[src/rtl/slotfetch_pkg.sv]
// Shared constants for the slot-packed fetch unit.
// Assumes: slot 0 sits in the most significant field of a word; SLOTS is a power of two.
package slotfetch_pkg;
    localparam int OP_W      = 5;
    localparam int SLOTS     = 4;
    localparam int MEM_BIT   = 4;
    localparam int WORD_W    = OP_W * SLOTS;
    localparam int SLOT_W    = (SLOTS > 1) ? $clog2(SLOTS) : 1;
    localparam int LAST_SLOT = SLOTS - 1;
endpackage

[src/rtl/sf_pending.sv]
// Memory-flag scan for the current word.
// Produces the OR of the memory flags of the current slot and all later slots,
// and the flag of the current slot alone.
// Assumes: word fields are ordered with slot 0 in the top bits.
module sf_pending
    import slotfetch_pkg::*;
(
    input  logic [WORD_W-1:0] word,
    input  logic [SLOT_W-1:0] slot,
    output logic              pending,
    output logic              cur_mem
);
    logic [SLOTS-1:0] flag;
    logic [SLOTS-1:0] still_ahead;

    genvar g;
    generate
        for (g = 0; g < SLOTS; g++) begin : g_slot
            localparam int FIELD_LSB = WORD_W - (g + 1) * OP_W;
            assign flag[g]        = word[FIELD_LSB + MEM_BIT];
            assign still_ahead[g] = (SLOT_W'(g) >= slot);
        end
    endgenerate

    // Combine flags of the slots that have not yet retired.
    always_comb begin
        pending = |(flag & still_ahead);
        cur_mem = flag[slot];
    end
endmodule

[src/rtl/sf_port_mux.sv]
// Single memory port arbiter.
// A memory slot of the current word always wins; otherwise a pending prefetch
// owns the port.
// Assumes: want_fetch is already clear while a memory slot is current.
module sf_port_mux #(
    parameter int ADDR_W = 16
) (
    input  logic              mem_now,
    input  logic              want_fetch,
    input  logic [ADDR_W-1:0] data_addr,
    input  logic [ADDR_W-1:0] fetch_addr,
    output logic              mem_valid,
    output logic              mem_fetch,
    output logic [ADDR_W-1:0] mem_addr
);
    // Pick the owner of the port and its address.
    always_comb begin
        mem_valid = mem_now | want_fetch;
        mem_fetch = ~mem_now & want_fetch;
        mem_addr  = mem_now ? data_addr : fetch_addr;
    end
endmodule

[src/rtl/sf_sequencer.sv]
// Slot stepping, prefetch buffer and word loading.
// Holds the instruction register, the one-word buffer, the slot counter and
// the next fetch address. A fetch landing while no word is current goes
// straight into the instruction register.
// Assumes: mem_now and pending are derived from ir_q/slot_q by sf_pending.
module sf_sequencer
    import slotfetch_pkg::*;
#(
    parameter int                ADDR_W     = 16,
    parameter logic [ADDR_W-1:0] RESET_ADDR = '0
) (
    input  logic              clk,
    input  logic              rst_n,
    input  logic              mem_now,
    input  logic              pending,
    input  logic              mem_ready,
    input  logic [WORD_W-1:0] mem_rdata,
    input  logic              ex_taken,
    input  logic [ADDR_W-1:0] ex_target,
    output logic [WORD_W-1:0] ir_q,
    output logic              ir_valid_q,
    output logic [SLOT_W-1:0] slot_q,
    output logic [ADDR_W-1:0] pc_q,
    output logic              want_fetch,
    output logic              retire
);
    logic [WORD_W-1:0] buf_q;
    logic              buf_valid_q;
    logic              fetch_done;
    logic              jump;
    logic              last;

    // Decide prefetch, retirement and control transfer for this cycle.
    always_comb begin
        want_fetch = ~buf_valid_q & ~mem_now & (~ir_valid_q | ~pending);
        fetch_done = want_fetch & mem_ready;
        retire     = ir_valid_q & (~mem_now | mem_ready);
        jump       = retire & mem_now & ex_taken;
        last       = (slot_q == SLOT_W'(LAST_SLOT));
    end

    // Advance slot counter, instruction register, buffer and fetch address.
    always_ff @(posedge clk) begin
        if (!rst_n) begin
            ir_q        <= '0;
            ir_valid_q  <= 1'b0;
            buf_q       <= '0;
            buf_valid_q <= 1'b0;
            slot_q      <= '0;
            pc_q        <= RESET_ADDR;
        end else if (jump) begin
            ir_valid_q  <= 1'b0;
            buf_valid_q <= 1'b0;
            slot_q      <= '0;
            pc_q        <= ex_target;
        end else begin
            if (fetch_done) begin
                pc_q <= pc_q + ADDR_W'(1);
            end
            if (retire && last) begin
                slot_q <= '0;
                if (buf_valid_q) begin
                    ir_q        <= buf_q;
                    ir_valid_q  <= 1'b1;
                    buf_valid_q <= 1'b0;
                end else if (fetch_done) begin
                    ir_q       <= mem_rdata;
                    ir_valid_q <= 1'b1;
                end else begin
                    ir_valid_q <= 1'b0;
                end
            end else if (retire) begin
                slot_q <= slot_q + SLOT_W'(1);
                if (fetch_done) begin
                    buf_q       <= mem_rdata;
                    buf_valid_q <= 1'b1;
                end
            end else if (fetch_done) begin
                if (!ir_valid_q) begin
                    ir_q       <= mem_rdata;
                    ir_valid_q <= 1'b1;
                    slot_q     <= '0;
                end else begin
                    buf_q       <= mem_rdata;
                    buf_valid_q <= 1'b1;
                end
            end
        end
    end
endmodule

[src/rtl/slot_prefetch_ctrl.sv]
// Fetch and sequencing unit for a four-slot packed instruction word.
// Steps through the slots, gives the shared memory port to memory slots, and
// prefetches the next word as soon as no memory slot is left in the word.
// Assumes: ex_addr is stable while a memory slot waits for mem_ready.
module slot_prefetch_ctrl
    import slotfetch_pkg::*;
#(
    parameter int                ADDR_W     = 16,
    parameter logic [ADDR_W-1:0] RESET_ADDR = '0
) (
    input  logic              clk,
    input  logic              rst_n,
    output logic              mem_valid,
    input  logic              mem_ready,
    output logic              mem_fetch,
    output logic [ADDR_W-1:0] mem_addr,
    input  logic [WORD_W-1:0] mem_rdata,
    output logic              ex_valid,
    output logic [OP_W-1:0]   ex_op,
    output logic [SLOT_W-1:0] ex_slot,
    output logic              ex_fire,
    input  logic [ADDR_W-1:0] ex_addr,
    input  logic              ex_taken,
    input  logic [ADDR_W-1:0] ex_target
);
    logic [WORD_W-1:0] ir_q;
    logic              ir_valid_q;
    logic [SLOT_W-1:0] slot_q;
    logic [ADDR_W-1:0] pc_q;
    logic              pending;
    logic              cur_mem;
    logic              mem_now;
    logic              want_fetch;
    logic              retire;
    logic [OP_W-1:0]   field [SLOTS];

    sf_pending u_pending (
        .word    (ir_q),
        .slot    (slot_q),
        .pending (pending),
        .cur_mem (cur_mem)
    );

    sf_sequencer #(
        .ADDR_W     (ADDR_W),
        .RESET_ADDR (RESET_ADDR)
    ) u_seq (
        .clk        (clk),
        .rst_n      (rst_n),
        .mem_now    (mem_now),
        .pending    (pending),
        .mem_ready  (mem_ready),
        .mem_rdata  (mem_rdata),
        .ex_taken   (ex_taken),
        .ex_target  (ex_target),
        .ir_q       (ir_q),
        .ir_valid_q (ir_valid_q),
        .slot_q     (slot_q),
        .pc_q       (pc_q),
        .want_fetch (want_fetch),
        .retire     (retire)
    );

    sf_port_mux #(
        .ADDR_W (ADDR_W)
    ) u_mux (
        .mem_now    (mem_now),
        .want_fetch (want_fetch),
        .data_addr  (ex_addr),
        .fetch_addr (pc_q),
        .mem_valid  (mem_valid),
        .mem_fetch  (mem_fetch),
        .mem_addr   (mem_addr)
    );

    genvar g;
    generate
        for (g = 0; g < SLOTS; g++) begin : g_field
            assign field[g] = ir_q[WORD_W - g * OP_W - 1 -: OP_W];
        end
    endgenerate

    // Present the current slot to execute and qualify the memory flag.
    always_comb begin
        mem_now  = ir_valid_q & cur_mem;
        ex_valid = ir_valid_q;
        ex_op    = field[slot_q];
        ex_slot  = slot_q;
        ex_fire  = retire;
    end
endmodule

[config.mk]
export PLATFORM = sky130hd
export DESIGN_NAME = slot_prefetch_ctrl
export DESIGN_NICKNAME = d
export VERILOG_FILES = /design/src/rtl/slotfetch_pkg.sv /design/src/rtl/sf_pending.sv /design/src/rtl/sf_port_mux.sv /design/src/rtl/sf_sequencer.sv /design/src/rtl/slot_prefetch_ctrl.sv
export SDC_FILE = /design/constraint.sdc
export NUM_CORES = 1
export LEC_CHECK = 0
export BUFFER_PORTS_ARGS = -buffer_cell sky130_fd_sc_hd__buf_2
export CORE_ASPECT_RATIO = 1.5
export CORE_UTILIZATION = 30
export DETAILED_ROUTE_END_ITERATION = 8
export GPL_ROUTABILITY_DRIVEN = 0
export SLEW_MARGIN = 0
export SYNTH_ARGS = -nofsm -noshare
export SYNTH_HDL_FRONTEND = slang
export SYNTH_SLANG_ARGS = --single-unit
[constraint.sdc]
create_clock -name clk -period 2.3 [get_ports clk]
set_input_delay 0.115 -clock clk [delete_from_list [all_inputs] [get_ports clk]]
set_output_delay 0.115 -clock clk [all_outputs]
set_load 0.01 [all_outputs]
### Word-level counts from Yosys, hierarchy flattened

Index checks and enable logic that the tools add are counted.

* output and inout port bits: 27
* word-level logic and storage cells: 80
* bits in registers: 60

* eq/ne operators: 4
* order comparisons: 6
* reduce and logical (&&, ||, !) cells: 14
* $add $sub $neg: 2
* bitwise logic cells: 20
* muxes and demuxes: 28

Operator list (number)
* 20-bit two-way mux: 9
* 16-bit two-way mux: 3
* 16-bit by 1-bit adder with 16-bit output, second input constant: 1
* 5-bit binary-select mux with 2-bit select: 1
* 5-bit two-way mux: 2
* 2-bit nonzero test: 5
* 1-bit two-way mux: 9
* 1-bit AND: 8
* 1-bit inverter: 7
* 2-bit two-way mux: 3
* 2-bit inequality test, second input constant: 3
* 2-bit AND reduction: 3
* 5-bit AND reduction: 1
* 4-bit AND: 1
* 1-bit by 2-bit >= comparator with 1-bit output, first input constant: 2
* 2-bit >= comparator, first input constant: 2
* 4-bit AND reduction: 1
* 4-bit OR reduction: 1
* 3-bit >= comparator, second input constant: 1
* 2-bit by 3-bit < comparator with 1-bit output, second input constant: 1
* 2-bit inverter with 3-bit output: 1
* 1-bit OR: 3
* 3-bit OR reduction: 1
* 2-bit by 1-bit adder with 2-bit output, second input constant: 1
* other kinds (4): 4

### Logic depth before layout (Yosys ltp)

* depth after elaboration: 10
* gate-level depth with buffers: 9
* depth with buffers taken out: 7

### By module

From an unflattened synthesis, not the netlist that was laid out.

* cell total of the unflattened synthesis: 378
* area, all modules: 3270.6 sq um

By module, submodules not included
* sf_sequencer: times used 1, area an instance 2836.5 sq um, cells an instance 345
* sf_port_mux: times used 1, area an instance 256.5 sq um, cells an instance 20
* slot_prefetch_ctrl: times used 1, area an instance 130.1 sq um, cells an instance 7
* sf_pending: times used 1, area an instance 47.5 sq um, cells an instance 6

### Worst setup path after synthesis

OpenSTA, ideal clock, no wires.

* path type: flip-flop to flip-flop
* start: register u_seq.slot_q[1]
* end: register u_seq.pc_q[13]
* required time: 2.168 ns
* arrival: 2.329 ns
* period minus slack after synthesis: 2.462 ns
* path buffers: 3
* slack: -0.162 ns
* cell stages (with the launch flop): 9
* setup time: 0.132 ns
* cells stage by stage: dfxtp_1 > buf_6 > mux4_2 > buf_6 > a2111o_4 > buf_6 > a2111oi_4 > xnor2_1 > a21oi_1

* word-level cells in the longest chain between the ends: 9

RTL lines
* start: declaration: RTL line sf_sequencer.sv:22 `output logic [SLOT_W-1:0] slot_q,`
* start signal: assignment: RTL line sf_sequencer.sv:73 `slot_q <= slot_q + SLOT_W'(1);`
* 1-bit binary-select mux with 2-bit select (*): RTL line sf_pending.sv:28 `cur_mem = flag[slot];`
* 1-bit two-way mux (not written as such) (*): RTL line sf_pending.sv:28
* via cur_mem: RTL line slot_prefetch_ctrl.sv:31 `logic cur_mem;`
* 1-bit AND (*): RTL line slot_prefetch_ctrl.sv:85 `mem_now = ir_valid_q & cur_mem;`
* 1-bit inverter: RTL line sf_sequencer.sv:35, sf_sequencer.sv:37
* 1-bit OR: RTL line sf_sequencer.sv:37 `retire = ir_valid_q & (~mem_now | mem_ready);`
* 1-bit AND: RTL line sf_sequencer.sv:37
* 1-bit AND (2 in series): RTL line sf_sequencer.sv:38 `jump = retire & mem_now & ex_taken;`
* 16-bit two-way mux or 2-bit nonzero test (tied branches)
* end signal: assignment: RTL line sf_sequencer.sv:55 `pc_q <= ex_target;`
* end signal: assignment: RTL line sf_sequencer.sv:58 `pc_q <= pc_q + ADDR_W'(1);`
* end: declaration: RTL line sf_sequencer.sv:23 `output logic [ADDR_W-1:0] pc_q,`

The timed path passes the listed nets; every way through them passes the cells marked *. The select of a mux whose other input is x is not followed.
A chain may end at the register's enable or synchronous reset.

### Worst setup path in the final report

* start: register u_seq.slot_q[1]
* end: register u_seq.buf_q[4]

* word-level cells in the longest chain between the ends: 10

RTL lines
* 1-bit binary-select mux with 2-bit select: RTL line sf_pending.sv:28
* 1-bit two-way mux (not written as such): RTL line sf_pending.sv:28
* 1-bit AND: RTL line slot_prefetch_ctrl.sv:85
* 1-bit inverter: RTL line sf_sequencer.sv:35, sf_sequencer.sv:37
* 1-bit OR: RTL line sf_sequencer.sv:37
* 1-bit AND: RTL line sf_sequencer.sv:37
* 1-bit AND (2 in series): RTL line sf_sequencer.sv:38
* 1-bit inverter (no line)
* 4-bit AND reduction (no line)
* end signal: assignment: RTL line sf_sequencer.sv:75 `buf_q <= mem_rdata;`
* end signal: assignment: RTL line sf_sequencer.sv:84 `buf_q <= mem_rdata;`
* end: declaration: RTL line sf_sequencer.sv:27 `logic [WORD_W-1:0] buf_q;`

Parallel ways exist; a longest one is shown, timed or not. The select of a mux whose other input is x is not followed.

==> reports/results.ini <==
[cts]
cts-root-buf=clkbuf_16
cts_tree=built
htree_levels=3
hold_buffers=0
cts_sinks=60
cts_buffers=9
clkTransAtPathRegs_ps=60
insertion_delay_ps=330
clockBufferDepth=2

[global_route]
grt_first_pass_wirelength_um=14860
track_usage=0.1668
grt_max_degree=44
grt_pass1_vias=3027
antenna_found_initial=0
gr-total-overflow=0

[critical_path]
worstPathRequired_ps=2570
path_cells=inv_1 > ha_1 > a21o_1 > a2111o_4 > a2111oi_4 > buf_6 > clkbuf_16 > nand3_1 > o21ai_1
cp.arrival_ps=2510
slowest_stage=a2111o_4
critPathMaxStageDelay_ps=520
path_class=flop to flop
crit_path_start_kind=flop
end_kind=flop
crit_fanout=6

[status]
outcome=completed

[logic_synthesis]
synth_nets=435
yosys.area.top_type=dfxtp_1
avgSynthCellArea_um2=8.973
yosysSeqAreaShare=0.3579
yosysWarnings=0
synthDistinctLibCells=38
synth_ff_type=dfxtp_1
yosysTopAreaCellShare=0.3579
synth_edf_count=0
netlist_top_cells_count=dfxtp_1, o21ai_0, a21oi_1, nand2_1, nand3_1
synth_most_common_cell=dfxtp_1
synth_area_leaders=dfxtp_1, mux2_2, mux2i_1
netlist_instances=374
ys_ff_latch=60
synth_area_um2=3356
synthArstFlopShare=0

[timing]
tns_ps=0
hold_violations=0
clock.fmax_mhz=445.2
fin_ws_ps=53.64
fin_crit_ps=2246
worst_pin_slew_ps=747.6
rsz0062_at_grt=yes
hold_ws_ps=8.898
final_max_slew_viol_count=0
finClkSkew_ps=9.210
slew_headroom=0.5010
setup_violations=0
period_share=0.9767

[floorplan]
initial_core_util=0.3135
die_x_um=88.36
core_um2=10710
fp.dieArea_um2=11620
io_pins=83
num_rows=46
die_height_um=131.5

[worst_hold_path]
min_path_type=primary input to flop

[drt]
drtIter0Drc=118
vias=3247
ant_nets=0
remaining_drc_errors=0
first_pass_iters=4
detail_route.wl_per_cell_um=16.12
drt_wl_total_um=9961
vias_per_cell=5.254

[cells_and_area]
fin_cells=618
drive_above_1_share=0.3819
nNetsFinal=530
area_growth_pct=38.07
antennaDiodeCount=0

[placement]
dp_slack_ps=-16.73
dp_hpwl_um=6660
dp.cells=587
place.port_buffers=82

[pwr]
netSwitchingPower_mw=1.520
seq_power_share=0.312
cellPowerDensity_nw_per_um2=944.9
switching_share=0.3473
leakage_nw=1.773
vdd_drop_max_mv=0.5512
p_comb_frac=0.383
clkPwrFrac=0.305
p_int_mw=2.858

[job]
cap_violations=0

[cell type report]
type | instances | area [um2]
Sequential cell | 60 | 1209
Inverter | 8 | 30.03
Clock inverter | 6 | 63.81
Tap cell | 144 | 180.2
Multi-Input combinational cell | 275 | 2074
Timing Repair Buffer | 115 | 847.1
Fill cell | 1057 | 6072
Clock buffer | 10 | 229.0
[placed cells by master (no fill, tap or decap), types with 5 or more instances in the layout]
cell type	synthesis	final
ha_1	5	5
buf_2	7	81
nand2_1	36	35
nor2_1	5	5
buf_12	0	5
o21ai_1	0	17
nand4_1	6	6
and4_1	6	6
a31oi_1	5	5
xnor2_1	8	8
nand3_1	26	17
clkbuf_16	0	13
dfxtp_1	60	58
mux4_2	5	5
inv_1	8	7
mux2_2	18	18
nor3_1	5	5
a211oi_1	25	24
a21oi_1	36	34
o21ai_0	37	19
buf_6	3	7
mux2i_1	20	20
buf_4	1	16
nand3_2	0	9
[critical path, delay by kind of cell, from the launching register on]
kind | cells | cell delay [ps]
flops | 1 | 370
fa+ha+maj | 1 | 190
buf+inv | 3 | 430
simple gates | 1 | 70
compound gates | 4 | 1130
[timing repair]
item / 4_1_cts / 5_1_grt
buffers inserted: 4 / 2
setup endpoints to repair: 30 / 66
gates cloned: 2 / 7
pin swaps: 1 / 10
gates resized for setup: 6 / 20
[sequential cells by signal, summed over array words and instances (netlist names)]
register / cells
u_seq.buf_q: 20
u_seq.pc_q: 16
u_seq.buf_valid_q: 1
u_seq.slot_q: 2
u_seq.ir_valid_q: 1
u_seq.ir_q: 20
[power groups by stage]
stage / clock, mW / sequential [mW] / combinational, mW
detailed placement: 0 / 1.37 / 1.41
global route: 1.40 / 1.39 / 1.80
floorplan: 0 / 1.33 / 0.985
CTS: 1.36 / 1.35 / 1.51
global placement: 0 / 1.37 / 1.39
finish: 1.34 / 1.36 / 1.68
[cell families (layout without fill, tap and decap cells)]
| family | after synthesis | count (layout) | share of synthesized area |
|---|---|---|---|
| compound gates | 120 | 121 | 0.2483 |
| xor+xnor | 8 | 8 | 0.02088 |
| fa+ha+maj | 5 | 5 | 0.01864 |
| buf+inv | 40 | 139 | 0.05518 |
| flops | 60 | 60 | 0.3579 |
| mux | 43 | 43 | 0.1536 |
| simple gates | 98 | 98 | 0.1454 |
[stage by stage]
stage	area, um2	power (mW)	utilization
after floorplan	3431	2.319	-
after global placement	4050	2.753	0.3783
after detailed placement	4050	2.789	0.3783
after CTS	4451	4.225	0.4157
after global routing	4633	4.587	0.4328
final	4633	4.378	0.4328
[routing by layer]
| metal | GRT usage | routed length, um |
|---|---|---|
| met5 | 0 | 0 |
| met2 | 0.2957 | 5314 |
| met4 | 0.07706 | 258 |
| met3 | 0.03266 | 393 |
| met1 | 0.1850 | 3994 |
[path summary, 6_finish.rpt]
check                                                   from                     endpoint  slack, ps  depth (start not counted)
worst max-delay path            u_seq.slot_q[1]$_SDFFE_PP0P_  u_seq.buf_q[4]$_SDFFE_PN0P_         50                          9
worst max register to register  u_seq.slot_q[1]$_SDFFE_PP0P_  u_seq.buf_q[4]$_SDFFE_PN0P_         50                          9
worst min-delay path                            mem_rdata[9]  u_seq.buf_q[9]$_SDFFE_PN0P_          9                          3
worst min register to register   u_seq.buf_q[4]$_SDFFE_PN0P_  u_seq.buf_q[4]$_SDFFE_PN0P_        450                          2
Note: power is estimated with default switching activity, not from simulation.
